`src/rtl/lt_cr_pkg.sv`:
```
package lt_cr_pkg;
  localparam int AW    = 20;
  localparam int DW    = 8;
  localparam int LANES = 2;

  localparam logic [AW-1:0] A_RATE  = 20'h00100;
  localparam logic [AW-1:0] A_LANES = 20'h00101;
  localparam logic [AW-1:0] A_PATT  = 20'h00102;
  localparam logic [AW-1:0] A_DRV0  = 20'h00103;
  localparam logic [AW-1:0] A_DRV1  = 20'h00104;
  localparam logic [AW-1:0] A_RDINT = 20'h0000E;
  localparam logic [AW-1:0] A_STAT  = 20'h00202;
  localparam logic [AW-1:0] A_ADJ   = 20'h00206;

  localparam logic [DW-1:0] V_RATE     = 8'h0A;
  localparam logic [DW-1:0] V_LANES    = 8'h82;
  localparam logic [DW-1:0] V_PATT     = 8'h21;
  localparam logic [DW-1:0] V_PATT_OFF = 8'h00;

  localparam logic [1:0] RSP_OK = 2'd0;

  typedef enum logic [3:0] {
    S_IDLE, S_RATE, S_LANES, S_PATT, S_DRV0, S_DRV1,
    S_RDINT, S_WAIT, S_STAT, S_ADJ, S_EVAL, S_OFF
  } seq_st_t;

  typedef struct packed {
    logic [1:0] pe;
    logic [1:0] sw;
  } drv_t;
endpackage

```
`src/rtl/lt_wait_timer.sv`:
```
module lt_wait_timer
  import lt_cr_pkg::*;
#(
  parameter int CLK_HZ   = 200_000_000,
  parameter int MAX_CODE = 4
) (
  input  logic          clk,
  input  logic          rst,
  input  logic          load,
  input  logic [DW-1:0] code,
  output logic          expired
);
  localparam int C_SHORT = CLK_HZ / 10_000;
  localparam int C_LONG  = CLK_HZ / 250;
  localparam int C_TOP   = MAX_CODE * C_LONG;
  localparam int CW      = $clog2(C_TOP + 2);

  logic [CW-1:0] cnt;
  logic          busy;

  function automatic logic [CW-1:0] span(input logic [DW-1:0] c);
    int n;
    if (c == '0)                 n = C_SHORT;
    else if (int'(c) > MAX_CODE) n = C_TOP;
    else                         n = int'(c) * C_LONG;
    if (n < 1) n = 1;
    return CW'(n);
  endfunction

  always_ff @(posedge clk) begin
    if (rst) begin
      cnt     <= '0;
      busy    <= 1'b0;
      expired <= 1'b0;
    end else begin
      expired <= 1'b0;
      if (load) begin
        cnt  <= span(code);
        busy <= 1'b1;
      end else if (busy) begin
        if (cnt <= CW'(1)) begin
          busy    <= 1'b0;
          expired <= 1'b1;
        end else begin
          cnt <= cnt - 1'b1;
        end
      end
    end
  end

  // expiry only ends a running wait
  a_r3_expire_after_busy: assert property (@(posedge clk) disable iff (rst)
    expired |-> $past(busy));
  // a running wait counts down one per cycle
  a_r3_count_down: assert property (@(posedge clk) disable iff (rst)
    (busy && !load && cnt > CW'(1)) |=> (cnt == $past(cnt) - 1'b1));
endmodule

```
`src/rtl/lt_drive_map.sv`:
```
module lt_drive_map
  import lt_cr_pkg::*;
(
  input  logic [DW-1:0]         adj,
  input  drv_t [LANES-1:0]      cur,
  output drv_t [LANES-1:0]      want,
  output logic [DW*LANES-1:0]   lane_bytes
);
  for (genvar g = 0; g < LANES; g++) begin : g_lane
    assign want[g] = {adj[4*g+2 +: 2], adj[4*g +: 2]};
    assign lane_bytes[DW*g +: DW] = {2'b00, &cur[g].pe, cur[g].pe,
                                     &cur[g].sw, cur[g].sw};
  end
endmodule

```
`src/rtl/lt_cr_judge.sv`:
```
module lt_cr_judge
  import lt_cr_pkg::*;
(
  input  logic [LANES-1:0] lane_ok,
  input  drv_t [LANES-1:0] cur,
  input  drv_t [LANES-1:0] want,
  output logic             lock,
  output logic             at_max,
  output logic             same
);
  logic [LANES-1:0] lane_max, lane_same;

  for (genvar g = 0; g < LANES; g++) begin : g_lane
    assign lane_max[g]  = (cur[g].sw == 2'd3);
    assign lane_same[g] = (want[g].sw == cur[g].sw);
  end

  assign lock   = &lane_ok;
  assign at_max = |lane_max;
  assign same   = &lane_same;
endmodule

```
`src/rtl/lt_cr_seq.sv`:
```
module lt_cr_seq
  import lt_cr_pkg::*;
#(
  parameter int CLK_HZ     = 200_000_000,
  parameter int SAME_LIMIT = 5,
  parameter int MAX_CODE   = 4
) (
  input  logic          clk,
  input  logic          rst,
  input  logic          start,
  output logic          txn_req,
  output logic          txn_wr,
  output logic [AW-1:0] txn_addr,
  output logic [DW-1:0] txn_wdata,
  input  logic          txn_ack,
  input  logic [1:0]    txn_resp,
  input  logic [DW-1:0] txn_rdata,
  output logic          cr_done,
  output logic          cr_fail
);
  localparam int SCW = $clog2(SAME_LIMIT + 1);

  seq_st_t              st;
  drv_t [LANES-1:0]     cur, want;
  logic [LANES-1:0]     lane_ok;
  logic [DW-1:0]        adj_q;
  logic [SCW-1:0]       same_cnt;
  logic [DW*LANES-1:0]  lane_bytes;
  logic                 lock, at_max, same;
  logic                 acc, ok, bad, tmr_load, tmr_exp;
  logic                 is_txn, t_wr;
  logic [AW-1:0]        t_addr;
  logic [DW-1:0]        t_data;

  assign acc      = txn_req & txn_ack;
  assign ok       = acc & (txn_resp == RSP_OK);
  assign bad      = acc & (txn_resp != RSP_OK);
  assign tmr_load = (st == S_RDINT) & ok;

  lt_wait_timer #(.CLK_HZ(CLK_HZ), .MAX_CODE(MAX_CODE)) u_timer (
    .clk(clk), .rst(rst), .load(tmr_load), .code(txn_rdata), .expired(tmr_exp)
  );

  lt_drive_map u_map (
    .adj(adj_q), .cur(cur), .want(want), .lane_bytes(lane_bytes)
  );

  lt_cr_judge u_judge (
    .lane_ok(lane_ok), .cur(cur), .want(want),
    .lock(lock), .at_max(at_max), .same(same)
  );

  // transaction carried by each state
  always_comb begin
    is_txn = 1'b1;
    t_wr   = 1'b1;
    t_addr = '0;
    t_data = '0;
    unique case (st)
      S_RATE:  begin t_addr = A_RATE;  t_data = V_RATE;  end
      S_LANES: begin t_addr = A_LANES; t_data = V_LANES; end
      S_PATT:  begin t_addr = A_PATT;  t_data = V_PATT;  end
      S_DRV0:  begin t_addr = A_DRV0;  t_data = lane_bytes[DW-1:0]; end
      S_DRV1:  begin t_addr = A_DRV1;  t_data = lane_bytes[2*DW-1:DW]; end
      S_RDINT: begin t_addr = A_RDINT; t_wr = 1'b0; end
      S_STAT:  begin t_addr = A_STAT;  t_wr = 1'b0; end
      S_ADJ:   begin t_addr = A_ADJ;   t_wr = 1'b0; end
      S_OFF:   begin t_addr = A_PATT;  t_data = V_PATT_OFF; end
      default: begin is_txn = 1'b0; t_wr = 1'b0; end
    endcase
  end

  always_ff @(posedge clk) begin
    if (rst) begin
      st        <= S_IDLE;
      txn_req   <= 1'b0;
      txn_wr    <= 1'b0;
      txn_addr  <= '0;
      txn_wdata <= '0;
      cr_done   <= 1'b0;
      cr_fail   <= 1'b0;
      cur       <= '0;
      lane_ok   <= '0;
      adj_q     <= '0;
      same_cnt  <= '0;
    end else begin
      if (is_txn && !txn_req) begin
        txn_req   <= 1'b1;
        txn_wr    <= t_wr;
        txn_addr  <= t_addr;
        txn_wdata <= t_data;
      end
      if (acc) txn_req <= 1'b0;

      if (bad) begin
        cr_fail <= 1'b1;
        st      <= S_IDLE;
      end else begin
        unique case (st)
          S_IDLE: if (start) begin
            cr_done  <= 1'b0;
            cr_fail  <= 1'b0;
            cur      <= '0;
            same_cnt <= '0;
            st       <= S_RATE;
          end
          S_RATE:  if (ok) st <= S_LANES;
          S_LANES: if (ok) st <= S_PATT;
          S_PATT:  if (ok) st <= S_DRV0;
          S_DRV0:  if (ok) st <= S_DRV1;
          S_DRV1:  if (ok) st <= S_RDINT;
          S_RDINT: if (ok) st <= S_WAIT;
          S_WAIT:  if (tmr_exp) st <= S_STAT;
          S_STAT:  if (ok) begin
            lane_ok <= {txn_rdata[4], txn_rdata[0]};
            st      <= S_ADJ;
          end
          S_ADJ:   if (ok) begin
            adj_q <= txn_rdata;
            st    <= S_EVAL;
          end
          S_EVAL: begin
            if (lock) begin
              cr_done <= 1'b1;
              st      <= S_IDLE;
            end else if (at_max) begin
              st <= S_OFF;
            end else if (same && same_cnt == SCW'(SAME_LIMIT - 1)) begin
              st <= S_OFF;
            end else begin
              cur      <= want;
              same_cnt <= same ? same_cnt + 1'b1 : '0;
              st       <= S_DRV0;
            end
          end
          S_OFF: if (ok) begin
            cr_fail <= 1'b1;
            st      <= S_IDLE;
          end
          default: st <= S_IDLE;
        endcase
      end
    end
  end

  // request and its fields hold until acknowledged
  a_r11_req_hold: assert property (@(posedge clk) disable iff (rst)
    (txn_req && !txn_ack) |=> (txn_req && $stable(txn_addr) &&
                               $stable(txn_wdata) && $stable(txn_wr)));
  // request drops right after its acknowledge
  a_r11_drop_after_ack: assert property (@(posedge clk) disable iff (rst)
    (txn_req && txn_ack) |=> !txn_req);
  // done and fail never together
  a_r4_flags_exclusive: assert property (@(posedge clk) disable iff (rst)
    cr_done |-> !cr_fail);
  // no traffic once locked
  a_r4_quiet_when_done: assert property (@(posedge clk) disable iff (rst)
    cr_done |-> !txn_req);
  // no traffic once failed
  a_r9_quiet_when_failed: assert property (@(posedge clk) disable iff (rst)
    cr_fail |-> !txn_req);
  // lane bytes keep their top bits clear
  a_r2_lane_byte_top: assert property (@(posedge clk) disable iff (rst)
    (txn_req && txn_wr && (txn_addr == A_DRV0 || txn_addr == A_DRV1))
      |-> (txn_wdata[7:6] == 2'b00));
endmodule

```
`config.mk`:
```
export PLATFORM = sky130hd
export DESIGN_NAME = lt_cr_seq
export DESIGN_NICKNAME = d
export VERILOG_FILES = /design/src/rtl/lt_cr_pkg.sv /design/src/rtl/lt_wait_timer.sv /design/src/rtl/lt_drive_map.sv /design/src/rtl/lt_cr_judge.sv /design/src/rtl/lt_cr_seq.sv
export SDC_FILE = /design/constraint.sdc
export NUM_CORES = 1
export LEC_CHECK = 0
export BUFFER_PORTS_ARGS = -buffer_cell sky130_fd_sc_hd__clkbuf_2
export CAP_MARGIN = 20
export CORE_UTILIZATION = 53
export DETAILED_ROUTE_END_ITERATION = 6
export PLACE_DENSITY = 0.72
export SLEW_MARGIN = 40
export SYNTH_ARGS = -nofsm -noshare
export SYNTH_HDL_FRONTEND = slang
export SYNTH_SLANG_ARGS = --single-unit
```
`constraint.sdc`:
```
create_clock -name clk -period 4.3 [get_ports clk]
set_input_delay 0 -clock clk [delete_from_list [all_inputs] [get_ports clk]]
set_output_delay 0 -clock clk [all_outputs]
set_load 0.02 [all_outputs]
```
==> results.md <==
* Slowest-stage cell, CP: dlygate4sd3_1
* Mapped Cells at 642
* Critical path required time at 4.53 ns
* Leakage at 2.43 nW
* Area Overhead vs Synth at 7.72%
* Vias at about 4600
* Max rail drop VDD at around 210 uV
* Yosys cell types at between 60 and 70
* Number of synthesized register bits at between 60 and 70
* Commonest non-fill, non-tap cell in the layout: nor2_1
* Routed WL at 12100 um
* # IOs at 46
* Footprint of the multi-input gates at around 3600 sq um
* P_int at 1.32 mW
* Die area at 10300 sq um
* Headroom to the max-slew limit at 46.6%
* GRT Residual Overflow at 0
* RePlAce Congestion at between 0.8 and 0.9
* Largest net degree at the start of global routing at 55
* Initial antenna violation count at 0
* Crit end category: register
* Final hold viol count at 0
* Number of synthesized flops with an enable pin at 0
* Ys async rst share at 0%
* First-pass GRT wire length at 19800 um
* Max cap viols at 0
* Drt pass-1 iters at 5
* Row Count at 36
* Final period util at 93.8%
* CTS tree: done
* Hold Crit Class: in2reg
* Combinational power share at 44.1%
* Seq/Total Area, Yosys at 25.1%
* Max FO, Critical Path at 6
* DRC Markers at 0
* Switching power at 0.951 mW
* Final instance area at 5670 sq um
* Seq pwr share at 32.4%
* Crit Path Category: in2reg
* Clock root buffer: clkbuf_8
* WP data arrival at roughly 4.3 ns
* Die Y at 102 um
* Floorplan Core Area at 9680 sq um
* # clock sinks at 66
* Power per cell area at 401 nW/um^2
* HPWL after DPL at between 9000 and 10000 um
* Worst clock skew at 0.0116 ns
* Top cell type's share of synthesized area at ~25%
* TritonCTS Buffers at 9
* Clock network power share at 23.4%
* Status: complete, no violations
* Port Buffers at 30
* F_max at 0.248 GHz
* Gr usage total at 24.8%
* CP max stage delay at around 0.52 ns
* DP Area at between 5000 and 6000 sq um
* Clock transition at the registers of the reported paths at 0.07 ns
* Final #Nets at approximately 750
* Clock Path Buffers at 2
* Iteration-0 DRC Markers at about 240
* Mean post-synth cell area at 8.20 sq um
* Initial Utilization at 54.4%
* Vias/cell at 5.75
* Cell repeated most along the worst path: ha_1
* Antenna diode count at 0
* RSZ-0062 raised after global routing: yes
* Clock period minus worst slack at a little over 4 ns
* FF/Latch Area at 1320 sq um
* Ranking of synthesized cells by area: dfxtp_1 25%, ha_1 15%, nor2_1 6.1%
* Top FF cell, synth: dfxtp_1
* Final Slew Violations at 0
* Share of post-route cells with drive strength above 1 at 11.5%
* Vias in the first global route at 4205
* Fillers at 897
* Die width at 102 um
* Skew-Pair Late Insertion Delay at roughly 0.36 ns
* Total power at approximately 2.3 mW
* DR WL/cell at roughly 15 um
* Synth warnings at 0
* Endpoints failing setup at 0
* Cell accounting for the most synthesized area: dfxtp_1
* H-tree level count at 3
* Antenna viol nets, final at 0
* Worst-path cell chain: dlygate4sd3_1 > clkbuf_2 > ha_1 > inv_1 > fa_1 > inv_1 > fa_1 > ha_1 > ha_1 > and3_1 > a21oi_1 > a31oi_1 > a21o_1 > a211o_1 > a31o_2 > a32oi_1 > o22ai_1
* Mapped Area at 5270 sq um
* Critical path launch point type: input pin
* Switching Share at 41.8%
* Commonest cells after routing, fill and taps aside: 85 x nor2_1, 65 x ha_1, 64 x dfxtp_1
* Slew @ Worst Pin at between 0.7 and 0.8 ns
==> per-layer routing <==
layer	GRT usage [%]	up-vias	share of wire, %
li1	-	2289	-
met1	33.3	2158	47
met2	38.4	134	45
met3	5.11	25	5.6
met4	10.7	0	2.5
met5	0	-	0
==> critical path, delay by kind of cell <==
| kind | cells | cell delay (ns) |
|---|---|---|
| AOI/OAI and AO/OA | 7 | 1.38 |
| adders and majority gates | 5 | 1.86 |
| buffers and inverters | 4 | 0.82 |
| and+or+nand+nor | 1 | 0.21 |
==> stage by stage <==
stage                     util, %  std cells  setup TNS (ns)  hold WS, ns  worst slack [ns]
after floorplan                 -        656               0        0.147             0.796
after global placement       56.0        781               0        0.337             0.370
after detailed placement     56.0        781               0        0.344             0.139
after CTS                    58.4        801               0      0.00569             0.216
after global routing         58.6        801         -0.0119       0.0397           -0.0119
final                        58.6        801               0       0.0317             0.265
==> synthesized netlist by cell type, types with 2 or more instances <==
master	number
o31ai_1	3
a221oi_2	2
a31oi_1	3
buf_1	2
nor3b_1	2
o21a_1	4
nor3_1	19
a22oi_1	13
nor4b_1	2
and3_1	4
or2_2	6
a211oi_1	11
a31o_2	2
a21o_1	6
o21ai_1	5
nand3_1	20
xnor2_1	22
mux2i_1	12
nand4_1	4
nand2_1	32
o22ai_1	5
buf_2	5
nor4_1	10
a32oi_1	2
ha_1	65
clkbuf_1	15
fa_1	12
buf_4	16
buf_6	2
nor3_2	2
nor2_1	85
or4_4	2
o211ai_1	5
o2111ai_1	2
o21ai_0	25
nand3b_1	3
dfxtp_1	66
nor2b_1	8
xor2_1	9
nand2b_1	12
inv_1	43
a21oi_1	47
==> registers in the layout, summed over array words and instances (netlist names) <==
register,count
lane_ok,2
txn_addr,6
txn_wr,1
u_timer.expired,1
txn_wdata,7
st,4
txn_req,1
adj_q,8
u_timer.cnt,22
cur,8
cr_fail,1
same_cnt,3
u_timer.busy,1
cr_done,1
==> final cells by class <==
type | count | share of cell area, %
tap | 133 | 2.93
clock inverter | 7 | 1.37
inverter | 43 | 2.85
multi-input combinational | 507 | 63.7
timing repair buffer | 36 | 3.62
sequential | 66 | 23.3
clock buffer | 9 | 2.18
==> power groups by stage <==
| stage | Clock [mW] | Combinational [mW] | Sequential (mW) |
|---|---|---|---|
| detailed placement | 0 | 0.982 | 0.750 |
| global placement | 0 | 0.969 | 0.747 |
| CTS | 0.547 | 0.992 | 0.736 |
| floorplan | 0 | 0.763 | 0.756 |
| global route | 0.572 | 1.13 | 0.749 |
| finish | 0.533 | 1.00 | 0.737 |
==> cell families after synthesis <==
logic type,Yosys count,share of synthesized area (%)
compound gates,148,18.2
buf+inv,83,7.46
other cells,1,0.0712
mux,13,2.49
xor+xnor,31,5.16
flops,66,25.1
simple gates,223,21.5
fa+ha+maj,77,20.0
==> worst paths after layout <==
| kind | from | to | slack [ns] | cells after the start |
|---|---|---|---|---|
| hold reg to reg | txn_addr[9]$_SDFFE_PP0P_ | txn_addr[9]$_SDFFE_PP0P_ | 0.46 | 2 |
| setup reg to reg | st[2]$_SDFFE_PP0P_ | u_timer.cnt[19]$_SDFFE_PP0P_ | 1.46 | 7 |
| hold / removal | txn_ack | txn_req$_SDFFE_PP0P_ | 0.03 | 4 |
| setup / recovery | txn_rdata[5] | u_timer.cnt[0]$_SDFFE_PP0P_ | 0.27 | 17 |
==> what timing repair did <==
item                                   in CTS  in global routing
setup buffers                               0                  0
hold buffers                                4                  0
endpoints found under the hold margin       4                  0
setup endpoints to repair                   0                  1
resized for setup                           0                  3
Power figures use the tool's default switching activity.
